--- config.mk ---
export PLATFORM = sky130hd
export DESIGN_NAME = i2c_adr_recog
export DESIGN_NICKNAME = d
export VERILOG_FILES = /design/src/rtl/i2c_adr_pkg.sv /design/src/rtl/i2c_adr_match.sv /design/src/rtl/i2c_adr_ctrl.sv /design/src/rtl/i2c_adr_outreg.sv /design/src/rtl/i2c_adr_recog.sv
export SDC_FILE = /design/constraint.sdc
export NUM_CORES = 1
export LEC_CHECK = 0
export ABC_AREA = 1
export CAP_MARGIN = 20
export CORE_MARGIN = 1
export CORE_UTILIZATION = 40
export CTS_CLUSTER_SIZE = 40
export DETAILED_ROUTE_END_ITERATION = 16
export MAX_ROUTING_LAYER = met4
export PLACE_DENSITY = 0.78
export SLEW_MARGIN = 10
export SYNTH_ARGS = -nofsm -noshare
export SYNTH_HDL_FRONTEND = slang
export SYNTH_SLANG_ARGS = --single-unit
--- constraint.sdc ---
create_clock -name clk -period 1.9 [get_ports clk]
set_clock_uncertainty 0.2 [all_clocks]
set_input_delay 0.38 -clock clk [delete_from_list [all_inputs] [get_ports clk]]
set_output_delay 0.38 -clock clk [all_outputs]
set_load 0.03 [all_outputs]
--- src/rtl/i2c_adr_pkg.sv ---
package i2c_adr_pkg;
  typedef enum logic [1:0] {
    RS_IDLE  = 2'd0,  // unarmed, waiting for a start
    RS_ARMED = 2'd1,  // next first-flagged byte is an address
    RS_SEL   = 2'd2,  // addressed, forwarding data
    RS_MISS  = 2'd3   // address did not match, dropping
  } rec_state_e;
endpackage

--- src/rtl/i2c_adr_match.sv ---
module i2c_adr_match #(
  parameter int REG_BITS   = 5,
  parameter int STRAP_BITS = 2,
  localparam int BYTE_W    = REG_BITS + STRAP_BITS + 1
) (
  input  logic [BYTE_W-1:0]     cand,
  input  logic [REG_BITS-1:0]   reg_part,
  input  logic [STRAP_BITS-1:0] strap_part,
  output logic                  own_hit,
  output logic                  gc_hit,
  output logic                  rw_bit
);
  localparam int REG_LSB = STRAP_BITS + 1;

  logic [REG_BITS-1:0]   cand_reg;
  logic [STRAP_BITS-1:0] cand_strap;

  assign cand_reg   = cand[BYTE_W-1:REG_LSB];
  assign cand_strap = cand[REG_LSB-1:1];

  always_comb begin
    own_hit = (cand_reg == reg_part) && (cand_strap == strap_part);
    gc_hit  = (cand == '0);
    rw_bit  = cand[0];
  end
endmodule

--- src/rtl/i2c_adr_ctrl.sv ---
module i2c_adr_ctrl
  import i2c_adr_pkg::*;
(
  input  logic       clk,
  input  logic       rst_n,
  input  logic       start_evt,
  input  logic       stop_evt,
  input  logic       enable,
  input  logic       addr_fire,
  input  logic       own_hit,
  input  logic       gc_hit,
  input  logic       rw_bit,
  output rec_state_e state,
  output logic       ack_req,
  output logic       rd_dir
);
  logic take_addr;
  logic hit;

  assign take_addr = addr_fire && (state == RS_ARMED);
  assign hit       = enable && (own_hit || gc_hit);

  always_ff @(posedge clk or negedge rst_n) begin
    if (!rst_n) begin
      state   <= RS_IDLE;
      ack_req <= 1'b0;
      rd_dir  <= 1'b0;
    end else begin
      ack_req <= 1'b0;
      if (stop_evt) begin
        state  <= RS_IDLE;
        rd_dir <= 1'b0;
      end else if (start_evt) begin
        state  <= RS_ARMED;
        rd_dir <= 1'b0;
      end else if (take_addr) begin
        if (hit) begin
          state   <= RS_SEL;
          ack_req <= 1'b1;
          rd_dir  <= rw_bit;
        end else begin
          state <= RS_MISS;
        end
      end
    end
  end
endmodule

--- src/rtl/i2c_adr_outreg.sv ---
module i2c_adr_outreg #(
  parameter int WIDTH = 8
) (
  input  logic             clk,
  input  logic             rst_n,
  input  logic             load,
  input  logic [WIDTH-1:0] din,
  input  logic             out_ready,
  output logic             out_valid,
  output logic [WIDTH-1:0] dout
);
  always_ff @(posedge clk or negedge rst_n) begin
    if (!rst_n) begin
      out_valid <= 1'b0;
      dout      <= '0;
    end else if (load) begin
      out_valid <= 1'b1;
      dout      <= din;
    end else if (out_ready) begin
      out_valid <= 1'b0;
    end
  end
endmodule

--- src/rtl/i2c_adr_recog.sv ---
module i2c_adr_recog
  import i2c_adr_pkg::*;
#(
  parameter int REG_BITS   = 5,
  parameter int STRAP_BITS = 2,
  localparam int BYTE_W    = REG_BITS + STRAP_BITS + 1
) (
  input  logic                  clk,
  input  logic                  rst_n,
  input  logic                  slave_en,
  input  logic [REG_BITS-1:0]   own_addr,
  input  logic [STRAP_BITS-1:0] addr_strap,
  input  logic                  start_evt,
  input  logic                  stop_evt,
  input  logic                  rx_valid,
  output logic                  rx_ready,
  input  logic [BYTE_W-1:0]     rx_byte,
  input  logic                  rx_first,
  output logic                  ack_req,
  output logic                  sel,
  output logic                  rd_dir,
  output logic                  dat_valid,
  input  logic                  dat_ready,
  output logic [BYTE_W-1:0]     dat_byte
);
  rec_state_e state;
  logic       own_hit, gc_hit, rw_bit;
  logic       accept, addr_fire, data_load, stalled;

  assign stalled   = (state == RS_SEL) && dat_valid && !dat_ready;
  assign rx_ready  = !stalled && !start_evt && !stop_evt;
  assign accept    = rx_valid && rx_ready;
  assign addr_fire = accept && rx_first;
  assign data_load = accept && !rx_first && (state == RS_SEL);
  assign sel       = (state == RS_SEL);

  i2c_adr_match #(
    .REG_BITS   (REG_BITS),
    .STRAP_BITS (STRAP_BITS)
  ) u_match (
    .cand       (rx_byte),
    .reg_part   (own_addr),
    .strap_part (addr_strap),
    .own_hit    (own_hit),
    .gc_hit     (gc_hit),
    .rw_bit     (rw_bit)
  );

  i2c_adr_ctrl u_ctrl (
    .clk       (clk),
    .rst_n     (rst_n),
    .start_evt (start_evt),
    .stop_evt  (stop_evt),
    .enable    (slave_en),
    .addr_fire (addr_fire),
    .own_hit   (own_hit),
    .gc_hit    (gc_hit),
    .rw_bit    (rw_bit),
    .state     (state),
    .ack_req   (ack_req),
    .rd_dir    (rd_dir)
  );

  i2c_adr_outreg #(
    .WIDTH (BYTE_W)
  ) u_out (
    .clk       (clk),
    .rst_n     (rst_n),
    .load      (data_load),
    .din       (rx_byte),
    .out_ready (dat_ready),
    .out_valid (dat_valid),
    .dout      (dat_byte)
  );
endmodule

* Yosys cells after proc, flatten, opt, wreduce, memory -nomap -nowiden
Cells that the tools add are included.
Operators by class: add/subtract/negate cells 0, multipliers 0, divide/modulo/power cells 0, order comparisons 0, equality and inequality tests 4, shift operators 0, mux-type cells 14, bitwise logic cells 0, reductions and logical operators 22
Operators with widths (number):
- $logic_and A1 B1 Y1 | 11
- $mux W1 | 11
- $logic_not A8 Y1 | 1
- $mux W2 | 3
- $reduce_bool A3 Y1 | 2
- $eq A5 B5 Y1 | 1
- $logic_not A1 Y1 | 5
- $eq A2 B1 Y1 const B | 1
- $eq A2 B2 Y1 | 1
- $eq A2 B2 Y1 const B | 1
- $reduce_and A2 Y1 | 1
- $reduce_bool A2 Y1 | 1
- $logic_or A1 B1 Y1 | 1
Word-level totals: flip-flop bits (word level) 13, bits in latches 0, RAM bits 0, memory bits (read-only) 0, bits of input ports 23, output and inout port bits 13, logic and storage cells 45, memories 0

* Longest topological paths before layout
Gate-level depths: netlist (run 1).
depth after elaboration 12, mapped depth 9

* Modules after synthesis
From an unflattened synthesis (run 1), not the netlist that was laid out.
Unflattened totals: cells, all modules 123, area total of the unflattened synthesis 800.8 um^2
By module, submodules not included:
- i2c_adr_outreg | times used 1, cells an instance 38, area each 341.6 um^2
- i2c_adr_ctrl | times used 1, cells an instance 32, area each 226.5 um^2
- i2c_adr_match | times used 1, cells an instance 41, area each 170.2 um^2
- i2c_adr_recog | times used 1, cells an instance 12, area each 62.6 um^2

* Worst setup path before layout (run 1)
Ideal clock, no wire load.
kind reg-to-output, start point register u_out.out_valid, end point output port rx_ready, arrival time 1136 ps, data required time 1320 ps, path slack 184 ps, stages on the path, launching flop included 4, path buffers 0, path through dfrtp_1 > inv_1 > nor2_1 > a21oi_1
Between the ends: word-level cells in the longest chain between the ends 5
Ends and longest elaborated chain:
- start, declared | line i2c_adr_outreg.sv:9 | output logic out_valid,
- start signal, assigned | line i2c_adr_outreg.sv:14 | out_valid <= 1'b0;
- start signal, assigned | line i2c_adr_outreg.sv:17 | out_valid <= 1'b1;
- start signal, assigned | line i2c_adr_outreg.sv:20 | out_valid <= 1'b0;
- $logic_and A1 B1 Y1 (2 in series) | line i2c_adr_recog.sv:30 | assign stalled = (state == RS_SEL) && dat_valid && !dat_ready;
- $logic_not A1 Y1 | line i2c_adr_recog.sv:31 | assign rx_ready = !stalled && !start_evt && !stop_evt;
- $logic_and A1 B1 Y1 (2 in series) | line i2c_adr_recog.sv:31
- end, declared | line i2c_adr_recog.sv:16 | output logic rx_ready,
No other way between the ends.

* Worst setup path in the final report (run 1)
start point register u_ctrl.ack_req, end point output port ack_req
RTL lines:
- start, declared | line i2c_adr_ctrl.sv:14 | output logic ack_req,
- start signal, assigned | line i2c_adr_ctrl.sv:26 | ack_req <= 1'b0;
- start signal, assigned | line i2c_adr_ctrl.sv:29 | ack_req <= 1'b0;
- start signal, assigned | line i2c_adr_ctrl.sv:39 | ack_req <= 1'b1;
- end, declared | line i2c_adr_recog.sv:19 | output logic ack_req,
No word-level cell between the ends.

==> flow_summary.toml, run 1 <==
[place]
routabilityCongestion = 0.7643
hpwlAfterDp_um = 1497
dpl_cell_area_um2 = 1222
port_buffers = 35
place_inst = 174
pre_cts_ws_ps = -134.5

[clocking]
cts.sinks = 13
cts_buffers = 3
holdBufCountCts = 0
cts_tree = "done"
h-tree-depth = 1
cts-root-buf = "clkbuf_4"
cts.reportedPaths.clkPinSlew_ps = 80
cts-root-to-sink-buffers = 2
clk_latency_ps = 280

[yosys]
syn_nets = 128
synth_seq_area_share_pct = 41.53
synth_top_area_share_pct = 41.53
synth_cell_type_count = 17
synth.avg_cell_area_um2 = 7.460
synth_warnings = 0
ys_ff_latch = 13
syn-cell-area_um2 = 783.3
synth_area_leaders = "dfrtp_1, nand2_1, inv_1, o21ai_2, nor2_1"
syn_inst = 105
synth_area_leader_cell = "dfrtp_1"

[timing]
tightest_slew_ps = 332.2
slew_headroom_pct = 77.78
finalHoldViolations = 0
fin_crit_ps = 1862
finalCritPeriodShare_pct = 98.01
hold_ws_ps = 195.3
rsz0062_at_grt = "false"
layout_setup_ws_ps = 37.78
finalSetupViolations = 0
final_max_slew_viol_count = 0
max_freq_mhz = 537.0
tns_ps = 0

[pwr]
total_power_uw = 626.4
peakVddDrop_mv = 0.2779
cellLeakagePower_nw = 0.8084
powerDensity_nw_per_um2 = 493.2

[worst_setup_path]
worst-setup-path-type = "register to primary output"
critPathCapture = "ack_req"
worst-path-max-fanout = 1
critical_path_depth = 1
critPathLaunch = "u_ctrl.ack_req"
crit_arrival_ps = 1280
crit_required_ps = 1320
r2r-end = "u_ctrl.state[0]"
rr_startpoint = "u_ctrl.state[1]"
crit_path_start_kind = "register"
critical-path-slowest-cell = "clkdlybuf4s50_1"
endpoint_kind = "primary output"
r2r_slack_ps = 290
cp_top_family = "buffers and inverters"
r2r_cells = 10
crit_buf_inv = 1
cp_slowest_stage_delay_ps = 680
crit_chain = "clkdlybuf4s50_1"

[layout]
multi_input_area_um2 = 375.4
area_growth_pct = 62.14
fillCellCount = 144
fin_nets = 177
stdcell_area_um2 = 1270
regArea_um2 = 325.3
final_layout_size_suffix_gt1_share_pct = 20.92
final_cells = 178
finish.utilization_pct = 71.23
diodes = 0

[hold_path]
hold_path.class = "primary input to asynchronous set/reset pin"

[floorplan]
core_um2 = 1783
die_h_um = 46.25
fp.dieW_um = 46.25
row_count = 15
initial_core_util_pct = 43.93
ios = 36
dieArea_um2 = 2139

[global_routing]
antenna_found_initial = 0
grtUsageTotal_pct = 19.92
grt_pass1_wl_um = 2842
grt_pass1_vias = 733
grt_max_degree = 17
overflow = 0

[outcome]
status = "finished, final reports clean"

[route]
drt_wl_total_um = 1873
drt-vias-per-instance = 4.567
drcViolationCount = 0
num_vias = 813
antenna_left = 0
dr.pass1.iters = 4
wl_per_cell_um = 10.52
drt_iter0_markers = 5

[flow_run]
maxCapViolCount = 0
-- report_power, final --
part           switching [mW]  internal, mW
Clock                  0.0922        0.0815
Sequential            0.00718         0.286
Combinational          0.0771        0.0823
Total                   0.176         0.450
-- how the worst min path moves through the flow --
stage	end	slack, ps	cells after the start
after floorplan	u_ctrl.ack_req	-120	0
after global placement	u_out.dout[0]	270	2
after detailed placement	u_out.dout[0]	270	2
after CTS	u_ctrl.state[1]	210	2
after global routing	u_out.dout[0]	210	2
final	u_ctrl.state[1]	200	2
-- cell families (layout without fill, tap and decap cells) --
logic type,after synthesis,count (layout),synth area share (%)
AOI/OAI and AO/OA,11,11,10.86
DFF,13,13,41.53
buffers and inverters,21,69,11.50
and+or+nand+nor,60,60,36.10
-- Yosys cell counts (all sizes together) --
cell,n
nand2,38
inv,20
dfrtp,13
nor2,13
nand3,8
o21ai,8
a21oi,1
buf,1
nand4,1
o21bai,1
o22ai,1
-- state kept, by name (all words and copies together), names as in the netlist --
name,flops
u_out.dout,8
u_ctrl.state,2
u_ctrl.ack_req,1
u_ctrl.rd_dir,1
u_out.out_valid,1
-- layout make-up --
type                            count  area share, %
Clock buffer                        4          2.069
Inverter                           20          5.911
Sequential cell                    13          25.62
Multi-Input combinational cell     71          29.56
Tap cell                           25          2.463
Timing Repair Buffer               45          34.38
-- placed cells by master (no fill, tap or decap), drive strengths merged --
cell           count
dlymetal6s2s       8
nand4              1
clkbuf             4
dlygate4sd2        5
nor2              13
a21oi              1
o21ai              8
o21bai             1
nand2             38
dfrtp             13
clkdlybuf4s50     21
buf               11
o22ai              1
nand3              8
inv               20
-- layer usage --
| layer | track usage, % | vias up | wire length (um) |
|---|---|---|---|
| li1 | - | 419 | - |
| met1 | 22.17 | 369 | 773 |
| met2 | 33.80 | 20 | 989 |
| met3 | 3.529 | 5 | 73 |
| met4 | 10.00 | 0 | 37 |
| met5 | - | - | 0 |
-- timing repair --
item                       4_1_cts  5_1_grt
pin swaps                        1        0
setup endpoints to repair        4       10
gates resized for setup          5       11
buffers inserted                 0        0
No activity file was read; power rests on OpenSTA's default activity.
==> inputs of run 2 (changes only) <==
Settings changed: CORE_UTILIZATION 40 to 43, PLACE_DENSITY 0.78 to 0.83.
Clock period 1.9 ns to 2.38 ns, I/O delays scaled along.
==> run 2 against run 1 <==
The flow now finishes with violations (design-rule violations); sequential share of layout area is 2.1 points higher; via count is 8.4% lower; design area is 7.6% lower; combinational power is 26% lower; sequential cell count stayed put; final cell count is 5.6% lower; worst hold slack better by 89 ps; critical path type unchanged; largest power group unchanged.
==> flow_summary.toml, run 2 (same netlist as run 1, synthesis figures left out) <==
[place]
routabilityCongestion = 0.7486
hpwlAfterDp_um = 1387
port_buffers = 35

[route]
drt_wl_total_um = 1692
wl_per_cell_um = 10.07
drcViolationCount = 1
antenna_left = 0
drt_iter0_markers = 26
dr.pass1.iters = 13
num_vias = 745
drt-vias-per-instance = 4.435

[timing]
finalHoldViolations = 0
hold_ws_ps = 284.1
tightest_slew_ps = 580.4
tns_ps = 0
finalSetupViolations = 0
fin_crit_ps = 2286
slew_headroom_pct = 61.18
final_max_slew_viol_count = 0
max_freq_mhz = 437.4
finalCritPeriodShare_pct = 96.07
rsz0062_at_grt = "false"

[layout]
area_growth_pct = 49.84
largest_reg_flops = 8
largestRegisters = "u_out.dout x8, u_ctrl.state x2"
final_cell_mix = "nand2_1, clkdlybuf4s50_1, inv_1"
final_layout_size_suffix_gt1_share_pct = 13.29
diodes = 0
fin_nets = 167
regMostFlops = "u_out.dout"

[flow_run]
maxCapViolCount = 0

[floorplan]
core_um2 = 1708
fp.dieW_um = 44.68
ios = 36
die_h_um = 44.68
row_count = 15
dieArea_um2 = 1996
initial_core_util_pct = 45.86

[pwr]
total_power_uw = 490.1
cellLeakagePower_nw = 0.5920
p_seq_share_pct = 47.7
p_sw_uw = 137.5
p_int_uw = 352.6
peakVddDrop_mv = 0.3459
swShare_pct = 28.06
powerDensity_nw_per_um2 = 417.6
pwr-share-clk_pct = 28.4
power_frac_comb_pct = 23.9

[worst_setup_path]
endpoint_kind = "primary output"
crit_path_start_kind = "register"
r2r_cells = 6
crit_arrival_ps = 1610
worst-setup-path-type = "register to primary output"
crit_required_ps = 1700
worst-path-max-fanout = 5
r2r_slack_ps = 910

[clocking]
cts_buffers = 3
cts-root-to-sink-buffers = 2
cts-root-buf = "clkbuf_4"
cts_tree = "done"
holdBufCountCts = 0
clk_latency_ps = 280
cts_setup_buffers = 0
cts_resized = 0
cts.reportedPaths.clkPinSlew_ps = 80
h-tree-depth = 1
cts.sinks = 13

[global_routing]
grt_max_degree = 17
overflow = 0
grt_pass1_vias = 684
antenna_found_initial = 0
grtUsageTotal_pct = 20.30
grt_pass1_wl_um = 2718

[hold_path]
hold_path.class = "register to register"
hold-path-cell-count = 2

[outcome]
violations = "design-rule violations"
status = "finished with violations"
[run 2: worst paths after layout]
| path | endpoint | from |
|---|---|---|
| min in group asynchronous | u_out.dout[0] | rst_n |
| hold / removal | u_out.dout[4] | u_out.dout[4] |
| hold reg to reg | u_out.dout[4] | u_out.dout[4] |
| setup reg to reg | u_out.out_valid | u_ctrl.state[0] |
| max in group asynchronous | u_out.dout[7] | rst_n |
| setup / recovery | sel | u_ctrl.state[0] |
[run 2: critical path: stages (launching register included)]
cell and delay (ps):
dfrtp_1 430, nor2_4 200, clkdlybuf4s50_1 700
[run 2: power by group through the flow]
stage          clock network, mW  registers (mW)  logic, mW
2_1_floorplan                  0           0.250     0.0389
6_report                   0.139           0.234      0.117
4_1_cts                    0.144           0.234      0.118
5_1_grt                    0.152           0.235      0.128
3_5_place_dp                   0           0.238      0.118
3_3_place_gp                   0           0.238      0.115
[run 2: per-layer routing]
| metal | vias up | global-route usage, % | share of wire [%] |
|---|---|---|---|
| li1 | 399 | - | - |
| met1 | 316 | 22.14 | 40 |
| met2 | 26 | 32.94 | 54 |
| met3 | 4 | 4.082 | 4.0 |
| met4 | 0 | 13.94 | 2.1 |
| met5 | - | - | 0 |
[run 2: area by class of cell]
class | count | area [um^2]
fillers | 147 | 534.3
multi-input cells | 71 | 367.9
repair buffers | 35 | 347.8
flip-flops and latches | 13 | 325.3
inverters | 20 | 75.07
well taps | 25 | 31.28
clock buffers | 4 | 26.28
[run 2: metrics by stage]
step | util [%] | instance area (um^2) | std cells | worst slack, ps
after CTS | 68.72 | 1174 | 168 | 89.93
after detailed placement | 67.18 | 1147 | 164 | 205.3
final | 68.72 | 1174 | 168 | 93.65
after floorplan | - | 783.3 | 105 | 494.9
after global routing | 68.72 | 1174 | 168 | 59.10
after global placement | 67.18 | 1147 | 164 | 234.7
==> inputs of run 3 (changes only) <==
Settings changed: CORE_UTILIZATION 43 to 55, DONT_BUFFER_PORTS set to 1, PLACE_DENSITY 0.83 to 0.7.
==> run 3 against run 2 <==
The flow now finishes without violations; setup slack gained 300 ps; largest cell class unchanged; worst hold slack worse by 160 ps; combinational power is 57% lower; via count down 16%; critical path depth up 2; critical path type unchanged; sequential share of layout area rose by 11 points; global-route usage rose by 1.0 points; non-clock buffer count down 33; total power shrank 13%; first-iteration DRC count is 58% lower; core utilization down 5.7 points; register-to-register slack worse by 180 ps.
==> flow_summary.toml, run 3 (same netlist as run 1, synthesis figures left out) <==
[outcome]
status = "finished, final reports clean"

[route]
num_vias = 625
drt_iter0_markers = 11
drcViolationCount = 0
wl_per_cell_um = 10.82
dr.pass1.iters = 4
antenna_left = 0
drt-vias-per-instance = 5.000
drt_wl_total_um = 1353

[place]
hpwlAfterDp_um = 1082
routabilityCongestion = 0.7036
port_buffers = 0
dpl_cell_area_um2 = 794.5

[layout]
stdcell_area_um2 = 830.8
final_layout_size_suffix_gt1_share_pct = 17.27
fillCellCount = 135
diodes = 0
largest_reg_flops = 8
finish.utilization_pct = 63.06
final_cell_mix = "nand2_1, inv_1, dfrtp_1"
fin_nets = 134
layout_commonest_cell = "nand2_1"
largestRegisters = "u_out.dout x8, u_ctrl.state x2"
regMostFlops = "u_out.dout"
area_growth_pct = 6.070

[worst_setup_path]
endpoint_kind = "primary output"
r2r_slack_ps = 730
r2r_cells = 7
cp_slowest_stage_delay_ps = 520
crit_arrival_ps = 1310
r2r-end = "u_out.out_valid"
rr_startpoint = "u_out.out_valid"
critPathCapture = "rx_ready"
crit_path_start_kind = "register"
crit_chain = "inv_1, nor2_1, a21oi_1, buf_4"
crit_required_ps = 1700
critical-path-slowest-cell = "dfrtp_1"
worst-setup-path-type = "register to primary output"
critPathLaunch = "u_out.out_valid"
worst-path-max-fanout = 2

[timing]
slew_headroom_pct = 61.89
finalSetupViolations = 0
fin_crit_ps = 1984
tightest_slew_ps = 569.8
max_freq_mhz = 504.1
tns_ps = 0
hold_ws_ps = 124.1
finalHoldViolations = 0
finalCritPeriodShare_pct = 83.34
rsz0062_at_grt = "false"
final_max_slew_viol_count = 0

[clocking]
cts.reportedPaths.clkPinSlew_ps = 70
cts_buffers = 3
cts-root-buf = "clkbuf_4"
cts_resized = 0
cts-root-to-sink-buffers = 2
h-tree-depth = 1
clk_latency_ps = 270
cts.sinks = 13
cts_setup_buffers = 0
cts_tree = "done"
holdBufCountCts = 1

[floorplan]
row_count = 13
initial_core_util_pct = 59.45
fp.dieW_um = 39.74
dieArea_um2 = 1579
die_h_um = 39.74
core_um2 = 1318
ios = 36

[pwr]
pwr-share-clk_pct = 30.8
peakVddDrop_mv = 0.4423
p_int_uw = 312.1
swShare_pct = 27.15
p_seq_share_pct = 57.6
p_sw_uw = 116.3
cellLeakagePower_nw = 0.4692
power_frac_comb_pct = 11.6
powerDensity_nw_per_um2 = 515.6

[global_routing]
overflow = 0
grt_max_degree = 17
gr-usage-met3_pct = 9.091
grtUsageTotal_pct = 21.32
top_usage_layer = "met2"
use_met1_pct = 24.56
met2_usage_pct = 32.79
grt_pass1_vias = 574
grt_pass1_wl_um = 2173
antenna_found_initial = 0

[hold_path]
hold_path.class = "primary input to register"

[flow_run]
maxCapViolCount = 0
-- run 3: changes by cell type in the layout (fill, tap and decap cells not counted), sizes merged --
| cell | change |
|---|---|
| dlygate4sd3 | +1 |
| clkdlybuf4s50 | -34 |
-- run 3: cell type report --
| class | instances | area (um^2) | share of cell area, % |
|---|---|---|---|
| flip-flops and latches | 13 | 325.3 | 39.16 |
| multi-input cells | 71 | 367.9 | 44.28 |
| clock buffers | 4 | 26.28 | 3.163 |
| well taps | 15 | 18.77 | 2.259 |
| repair buffers | 2 | 17.52 | 2.108 |
| inverters | 20 | 75.07 | 9.036 |
-- run 3: power groups by stage --
| stage | registers (mW) | clock network, mW | logic, mW |
|---|---|---|---|
| 6_report | 0.247 | 0.132 | 0.0498 |
| 5_1_grt | 0.248 | 0.150 | 0.0591 |
| 4_1_cts | 0.247 | 0.138 | 0.0507 |
| 3_5_place_dp | 0.251 | 0 | 0.0451 |
| 3_3_place_gp | 0.251 | 0 | 0.0438 |
| 2_1_floorplan | 0.250 | 0 | 0.0389 |
-- run 3: worst min path at each step --
| stage | depth (start not counted) | from | slack [ps] | end |
|---|---|---|---|---|
| floorplan | 0 | rst_n | -20 | u_ctrl.ack_req |
| global placement | 0 | rst_n | -20 | u_out.dout[5] |
| detailed placement | 0 | rst_n | -20 | u_out.dout[5] |
| CTS | 1 | dat_ready | 120 | u_out.out_valid |
| global route | 1 | dat_ready | 120 | u_out.out_valid |
| finish | 1 | dat_ready | 120 | u_out.out_valid |
-- run 3: through the flow --
step | total power, mW | std cells | setup slack, ps
floorplan | 0.2889 | 105 | 494.9
global placement | 0.2948 | 120 | 692.8
detailed placement | 0.2962 | 120 | 679.5
CTS | 0.4353 | 125 | 372.7
global route | 0.4566 | 125 | 254.7
finish | 0.4283 | 125 | 396.4
-- run 3: metal layers --
metal  part of all wire (%)  wire length (um)
met5                      0                 0
met4                   0.74                10
met3                    8.9               121
met2                     48               653
met1                     42               568
-- run 3: critical path, delay by kind of cell, from the launching register on --
family,cells,cell delay [ps]
simple gates,1,170
compound gates,1,90
buf+inv,2,270
flops,1,520
